File: config.mk
export PLATFORM = sky130hd
export DESIGN_NAME = tmr_irq_ctl
export DESIGN_NICKNAME = d
export VERILOG_FILES = /design/src/rtl/tic_pkg.sv /design/src/rtl/tic_pin_detect.sv /design/src/rtl/tic_flag_cell.sv /design/src/rtl/tmr_irq_ctl.sv
export SDC_FILE = /design/constraint.sdc
export NUM_CORES = 1
export LEC_CHECK = 0
export ABC_AREA = 0
export BUFFER_PORTS_ARGS = -buffer_cell sky130_fd_sc_hd__buf_4
export CAP_MARGIN = 20
export CORE_AREA = 5 5 45 47
export DETAILED_ROUTE_END_ITERATION = 6
export DIE_AREA = 0 0 50 52
export PLACE_DENSITY = 0.77
export SLEW_MARGIN = 20
export SYNTH_ARGS = -nofsm -noshare
export SYNTH_HDL_FRONTEND = slang
export SYNTH_HIERARCHICAL = 1
export SYNTH_SLANG_ARGS = --single-unit
File: constraint.sdc
create_clock -name clk -period 3.4 [get_ports clk]
set_input_delay 0.34 -clock clk [delete_from_list [all_inputs] [get_ports clk]]
set_output_delay 0.34 -clock clk [all_outputs]
set_load 0.01 [all_outputs]
File: src/rtl/tic_pkg.sv
package tic_pkg;

    localparam int REG_W     = 8;
    localparam int NUM_FLAGS = 4;
    localparam int NUM_PINS  = 2;

    // Bit positions fixed by the read/write layout.
    localparam int POS_PIN0_MODE = 0;
    localparam int POS_PIN0_FLAG = 1;
    localparam int POS_PIN1_MODE = 2;
    localparam int POS_PIN1_FLAG = 3;
    localparam int POS_T0_RUN    = 4;
    localparam int POS_T0_FLAG   = 5;
    localparam int POS_T1_RUN    = 6;
    localparam int POS_T1_FLAG   = 7;

    typedef enum logic {
        PIN_HIGH = 1'b0,
        PIN_LOW  = 1'b1
    } pin_state_e;

    typedef enum logic {
        FLAG_IDLE    = 1'b0,
        FLAG_PENDING = 1'b1
    } flag_state_e;

    // Flag cell index -> register bit: 0 timer0, 1 timer1, 2 pin0, 3 pin1
    function automatic int flag_pos(input int idx);
        case (idx)
            0:       return POS_T0_FLAG;
            1:       return POS_T1_FLAG;
            2:       return POS_PIN0_FLAG;
            default: return POS_PIN1_FLAG;
        endcase
    endfunction

endpackage

File: src/rtl/tic_pin_detect.sv
module tic_pin_detect
    import tic_pkg::*;
#(
    parameter int SYNC_STAGES = 2
) (
    input  logic clk,
    input  logic rst_n,
    input  logic pin_n,
    output logic level_low,
    output logic fall
);

    localparam int LAST = SYNC_STAGES - 1;

    logic [LAST:0] sync_q;
    logic          synced;
    pin_state_e    state_q;
    pin_state_e    state_d;

    always_ff @(posedge clk or negedge rst_n) begin
        if (!rst_n) begin
            sync_q <= '1;
        end else begin
            sync_q <= {sync_q[LAST-1:0], pin_n};
        end
    end

    assign synced = sync_q[LAST];

    // State register
    always_ff @(posedge clk or negedge rst_n) begin
        if (!rst_n) begin
            state_q <= PIN_HIGH;
        end else begin
            state_q <= state_d;
        end
    end

    // Transitions: fall (HIGH->LOW), rise (LOW->HIGH)
    always_comb begin
        state_d = state_q;
        unique case (state_q)
            PIN_HIGH: if (!synced) state_d = PIN_LOW;
            PIN_LOW:  if (synced)  state_d = PIN_HIGH;
        endcase
    end

    // Outputs
    always_comb begin
        level_low = !synced;
        fall      = (state_q == PIN_HIGH) && !synced;
    end

    // One edge per low period
    p_single_fall_r6: assert property (@(posedge clk) disable iff (!rst_n)
        fall |=> !fall);

endmodule

File: src/rtl/tic_flag_cell.sv
module tic_flag_cell
    import tic_pkg::*;
(
    input  logic clk,
    input  logic rst_n,
    input  logic follow_en,
    input  logic follow_val,
    input  logic set_ev,
    input  logic wr_en,
    input  logic wr_val,
    input  logic ack,
    output logic flag
);

    flag_state_e state_q;
    flag_state_e state_d;

    always_ff @(posedge clk or negedge rst_n) begin
        if (!rst_n) begin
            state_q <= FLAG_IDLE;
        end else begin
            state_q <= state_d;
        end
    end

    // Priority: level tracking, set, write, acknowledge
    always_comb begin
        state_d = state_q;
        unique case (state_q)
            FLAG_IDLE: begin
                if (follow_en) begin
                    if (follow_val) state_d = FLAG_PENDING;
                end else if (set_ev || (wr_en && wr_val)) begin
                    state_d = FLAG_PENDING;
                end
            end
            FLAG_PENDING: begin
                if (follow_en) begin
                    if (!follow_val) state_d = FLAG_IDLE;
                end else if (set_ev) begin
                    state_d = FLAG_PENDING;
                end else if (wr_en) begin
                    if (!wr_val) state_d = FLAG_IDLE;
                end else if (ack) begin
                    state_d = FLAG_IDLE;
                end
            end
        endcase
    end

    always_comb begin
        flag = (state_q == FLAG_PENDING);
    end

    p_set_wins_r4: assert property (@(posedge clk) disable iff (!rst_n)
        (!follow_en && set_ev) |=> flag);

    p_ack_clear_r5: assert property (@(posedge clk) disable iff (!rst_n)
        (!follow_en && !set_ev && !wr_en && ack) |=> !flag);

    p_level_track_r8: assert property (@(posedge clk) disable iff (!rst_n)
        follow_en |=> (flag == $past(follow_val)));

endmodule

File: src/rtl/tmr_irq_ctl.sv
module tmr_irq_ctl
    import tic_pkg::*;
#(
    parameter int SYNC_STAGES = 2
) (
    input  logic             clk,
    input  logic             rst_n,
    input  logic             reg_sel,
    input  logic             reg_we,
    input  logic [REG_W-1:0] reg_wdata,
    output logic [REG_W-1:0] reg_rdata,
    input  logic             t0_ovf,
    input  logic             t1_ovf,
    input  logic             t0_hi_ovf,
    input  logic             t0_mode3,
    input  logic             int0_n,
    input  logic             int1_n,
    input  logic             ack_t0,
    input  logic             ack_t1,
    input  logic             ack_x0,
    input  logic             ack_x1,
    output logic             run_t0,
    output logic             run_t1,
    output logic             run_t0_hi,
    output logic             req_t0,
    output logic             req_t1,
    output logic             req_x0,
    output logic             req_x1
);

    logic                 wr;
    logic                 tr0_q, tr1_q;
    logic [NUM_PINS-1:0]  edge_mode_q;
    logic [NUM_PINS-1:0]  pin_n;
    logic [NUM_PINS-1:0]  pin_low;
    logic [NUM_PINS-1:0]  pin_fall;
    logic [NUM_PINS-1:0]  pin_ack;
    logic [NUM_FLAGS-1:0] f_set, f_ack, f_fen, f_fval, f_wval, f_q;
    logic                 tf1_src;

    assign wr      = reg_sel && reg_we;
    assign pin_n   = {int1_n, int0_n};
    assign pin_ack = {ack_x1, ack_x0};

    // Plain control bits
    always_ff @(posedge clk or negedge rst_n) begin
        if (!rst_n) begin
            tr0_q       <= 1'b0;
            tr1_q       <= 1'b0;
            edge_mode_q <= '0;
        end else if (wr) begin
            tr0_q          <= reg_wdata[POS_T0_RUN];
            tr1_q          <= reg_wdata[POS_T1_RUN];
            edge_mode_q[0] <= reg_wdata[POS_PIN0_MODE];
            edge_mode_q[1] <= reg_wdata[POS_PIN1_MODE];
        end
    end

    // Split mode hands the timer 1 flag to timer 0's second counter
    assign tf1_src = t0_mode3 ? t0_hi_ovf : t1_ovf;

    assign f_set[0]  = t0_ovf;
    assign f_set[1]  = tf1_src;
    assign f_ack[0]  = ack_t0;
    assign f_ack[1]  = ack_t1;
    assign f_fen[1:0]  = '0;
    assign f_fval[1:0] = '0;

    for (genvar p = 0; p < NUM_PINS; p++) begin : g_pin
        tic_pin_detect #(
            .SYNC_STAGES(SYNC_STAGES)
        ) u_det (
            .clk      (clk),
            .rst_n    (rst_n),
            .pin_n    (pin_n[p]),
            .level_low(pin_low[p]),
            .fall     (pin_fall[p])
        );
        assign f_set[2+p]  = pin_fall[p] && edge_mode_q[p];
        assign f_ack[2+p]  = pin_ack[p];
        assign f_fen[2+p]  = !edge_mode_q[p];
        assign f_fval[2+p] = pin_low[p];
    end

    for (genvar i = 0; i < NUM_FLAGS; i++) begin : g_flag
        assign f_wval[i] = reg_wdata[flag_pos(i)];
        tic_flag_cell u_cell (
            .clk       (clk),
            .rst_n     (rst_n),
            .follow_en (f_fen[i]),
            .follow_val(f_fval[i]),
            .set_ev    (f_set[i]),
            .wr_en     (wr),
            .wr_val    (f_wval[i]),
            .ack       (f_ack[i]),
            .flag      (f_q[i])
        );
    end

    always_comb begin
        req_t0    = f_q[0];
        req_t1    = f_q[1];
        req_x0    = f_q[2];
        req_x1    = f_q[3];
        run_t0    = tr0_q;
        run_t1    = t0_mode3 ? 1'b1 : tr1_q;
        run_t0_hi = t0_mode3 && tr1_q;
        reg_rdata = '0;
        if (reg_sel) begin
            reg_rdata[POS_T1_FLAG]   = f_q[1];
            reg_rdata[POS_T1_RUN]    = tr1_q;
            reg_rdata[POS_T0_FLAG]   = f_q[0];
            reg_rdata[POS_T0_RUN]    = tr0_q;
            reg_rdata[POS_PIN1_FLAG] = f_q[3];
            reg_rdata[POS_PIN1_MODE] = edge_mode_q[1];
            reg_rdata[POS_PIN0_FLAG] = f_q[2];
            reg_rdata[POS_PIN0_MODE] = edge_mode_q[0];
        end
    end

    p_t1ovf_ignored_r9: assert property (@(posedge clk) disable iff (!rst_n)
        (t0_mode3 && t1_ovf && !t0_hi_ovf && !req_t1 && !wr) |=> !req_t1);

    p_hiovf_ignored_r10: assert property (@(posedge clk) disable iff (!rst_n)
        (!t0_mode3 && t0_hi_ovf && !t1_ovf && !req_t1 && !wr) |=> !req_t1);

    p_edge_ack_r7: assert property (@(posedge clk) disable iff (!rst_n)
        (edge_mode_q[0] && ack_x0 && !pin_fall[0] && !wr) |=> !req_x0);

endmodule

==> impl_results.md <==
- Hold path endpoint: g_pin[1].u_det/sync_q[0]
- Die width: roughly 50 µm
- Initial antenna violation count: 0
- Min cycle time layout: approximately 1.5 ns
- FF-to-FF Start: g_pin[1].u_det/sync_q[1]
- Static Leak: between 0.5 and 0.6 nW
- Cells after Synth: 56
- Max Fanout on Critical Path: 4
- Gr usage total: 0.123
- Fill cell count: between 100 and 150
- CTS H-tree depth: 1
- VDD IR-drop max: 306 µV
- # clock sinks: 14
- RSZ-0062 raised after global routing: no
- Drt first pass iters: 2
- Status: complete, no violations
- Setup WS pre-CTS: between 2 and 2.5 ns
- Largest net degree at the start of global routing: 15
- Synth cell types: 15
- Fin crit share: 0.430
- Clk buf depth: 2
- Setup Buffers After CTS: 0
- Setup slack, reg-to-reg: 2.22 ns
- Hold path depth: 1
- DRC violations left: 0
- Clock root cell: clkbuf_4
- Worst R2R End: g_flag[3].u_cell/flag
- # diodes: 0
- Synth-to-layout area growth: 53.8%
- Setup tns final: 0 ns
- Worst Hold Class: in2reg
- Number of synthesized register bits: 14
- TritonCTS clock tree: yes
- Post-CTS resize count: 0
- Reg2reg path depth: 4
- Area of the multi-input gates: 308 µm²
- Vias in the first global route: between 500 and 600
- Max-Cap Viols: 0
- Vias/cell: roughly 4.5
- Sequential Area: between 300 and 400 µm²
- Drt total wl: between 1.5 and 2 mm
- First-pass GRT wire length: between 2 and 2.5 mm
- Clk Latency, worst-skew pair: about 0.27 ns
- Die height: ~52 µm
- Final worst slack: 1.94 ns
- Clk slew on worst S/H paths: approximately 0.080 ns
- Syn. warnings: 6
- Synth Area per Inst: about 12 µm²
- Nets@finish: 125
- Post-DRT Antenna Nets: 0
- I/O Buffers: 36
- Hold path start: int1_n
- Share of layout cells above drive strength 1: 0.578
- Hold buffers post-CTS: 1
- CP endpoint kind: output pin
- F_max: 0.683 GHz
- Core area: approximately 0.0016 mm²
- Clock skew: roughly 0.0056 ns
- CP arrival: around 1.1 ns
- Mapped cell area: between 600 and 700 µm²
- Cell Pwr Density: approximately 420 mW/mm²
- Layout Cells excl Fill: 119
- HPWL Detailed: between 1 and 1.5 mm
- Row count: 15
- Routed vias: 535
- Initial Utilization: 0.411
- Final Setup Violations: 0
- Worst Path Required: about 3.1 ns
- Crit start category: register
- Die ar.: between 0.002 and 0.003 mm²
- RD Place Congestion: between 0.6 and 0.7
- Post-synthesis sequential area ratio: 0.536
- TritonCTS Buffers: 3
- DR WL/cell: between 10 and 15 µm
- Num ports: 37
- Iter 0 DRT Violations: 2
- Overflow after GRT: 0
- Fin. Hold Viols: 0
- Placed insts: between 100 and 150
- Fin. max-slew vios: 0
- Critical path type: reg2out
- Design Power: around 0.00043 W
==> metal layers <==
| layer | vias up | GRT usage | routed length, µm | part of all wire |
|---|---|---|---|---|
| met5 | - | 0 | 0 | 0 |
| met4 | 0 | 0.0655 | 13 | 0.0086 |
| met3 | 2 | 0.0401 | 125 | 0.083 |
| met2 | 17 | 0.205 | 780 | 0.51 |
| met1 | 245 | 0.136 | 596 | 0.39 |
| li1 | 271 | - | - | - |
==> layout by cell type, fill, tap and decap left out, drive strengths merged <==
cell and count:
and2 11, dlygate4sd3 1, nor2b 4, buf 36
nor2 2, conb 6, inv 5, clkbuf 4
or3b 4, or2 1, nand2 1, dfstp 4
mux2 5, a211oi 4, a21oi 4, dfrtp 10
==> logic make-up (layout without fill, tap and decap cells) <==
logic type             count (synthesis)  count (layout)  synth area share
multiplexers                           5               5             0.108
flip-flops                            14              14             0.536
other                                  1               6           0.00565
AO/OA/AOI/OAI                          8               8            0.0755
AND/OR/NAND/NOR                       23              23             0.247
buffers and inverters                  5              46            0.0283
==> worst max path at each step <==
| stage | startpoint | to | slack, ns |
|---|---|---|---|
| 2_1_floorplan | g_pin[0].u_det/sync_q[1] | g_flag[2].u_cell/flag | 2.33 |
| 3_3_place_gp | reg_sel | g_flag[1].u_cell/flag | 2.11 |
| 3_5_place_dp | reg_sel | g_flag[1].u_cell/flag | 2.06 |
| 4_1_cts | tr1_q | run_t1 | 1.93 |
| 5_1_grt | tr1_q | run_t1 | 1.90 |
| 6_report | tr1_q | run_t1 | 1.94 |
==> worst max-delay path, stage by stage (launching register included) <==
cell     delay (ns)
dfrtp_1        0.41
or2_2          0.30
buf_4          0.14
==> stage by stage <==
step | utilization | area (µm²) | hold WS [ns]
after CTS | 0.632 | 1020 | 0.163
after global placement | 0.603 | 973 | 0.194
after detailed placement | 0.603 | 973 | 0.194
after global routing | 0.632 | 1020 | 0.159
after floorplan | - | 682 | 0.0444
final | 0.632 | 1020 | 0.173
==> where the power goes <==
| group | internal [W] | leakage, nW | switching (W) |
|---|---|---|---|
| combinational | 0.0000699 | 0.352 | 0.0000436 |
| sequential | 0.000186 | 0.157 | 0.0000122 |
| clock | 0.0000650 | 0.0210 | 0.0000494 |
| total | 0.000321 | 0.531 | 0.000105 |
==> Yosys cell counts <==
cell type	number	share of area
dfstp_2	4	0.16
and2_1	3	0.028
a211oi_1	4	0.045
a21oi_1	4	0.030
inv_1	5	0.028
conb_1	1	0.0057
nor2b_1	4	0.038
nor2_1	2	0.011
and2_2	8	0.091
or2_2	1	0.0094
or3b_1	4	0.053
nand2_4	1	0.017
mux2_4	4	0.091
dfrtp_1	10	0.38
mux2_2	1	0.017
==> flip-flops by register name (all words and copies together), names as in the netlist <==
signal,count
g_flag.u_cell/flag,4
g_pin.u_det/sync_q,4
g_pin.u_det/state_q,2
tr1_q,1
edge_mode_q,2
run_t0,1
==> layout make-up <==
cell class | count | share of cell area
Multi-Input combinational cell | 42 | 0.302
Inverter | 5 | 0.0184
Clock buffer | 4 | 0.0356
Sequential cell | 14 | 0.348
Tap cell | 17 | 0.0209
Timing Repair Buffer | 37 | 0.275
(Power assumes the default switching activity.)
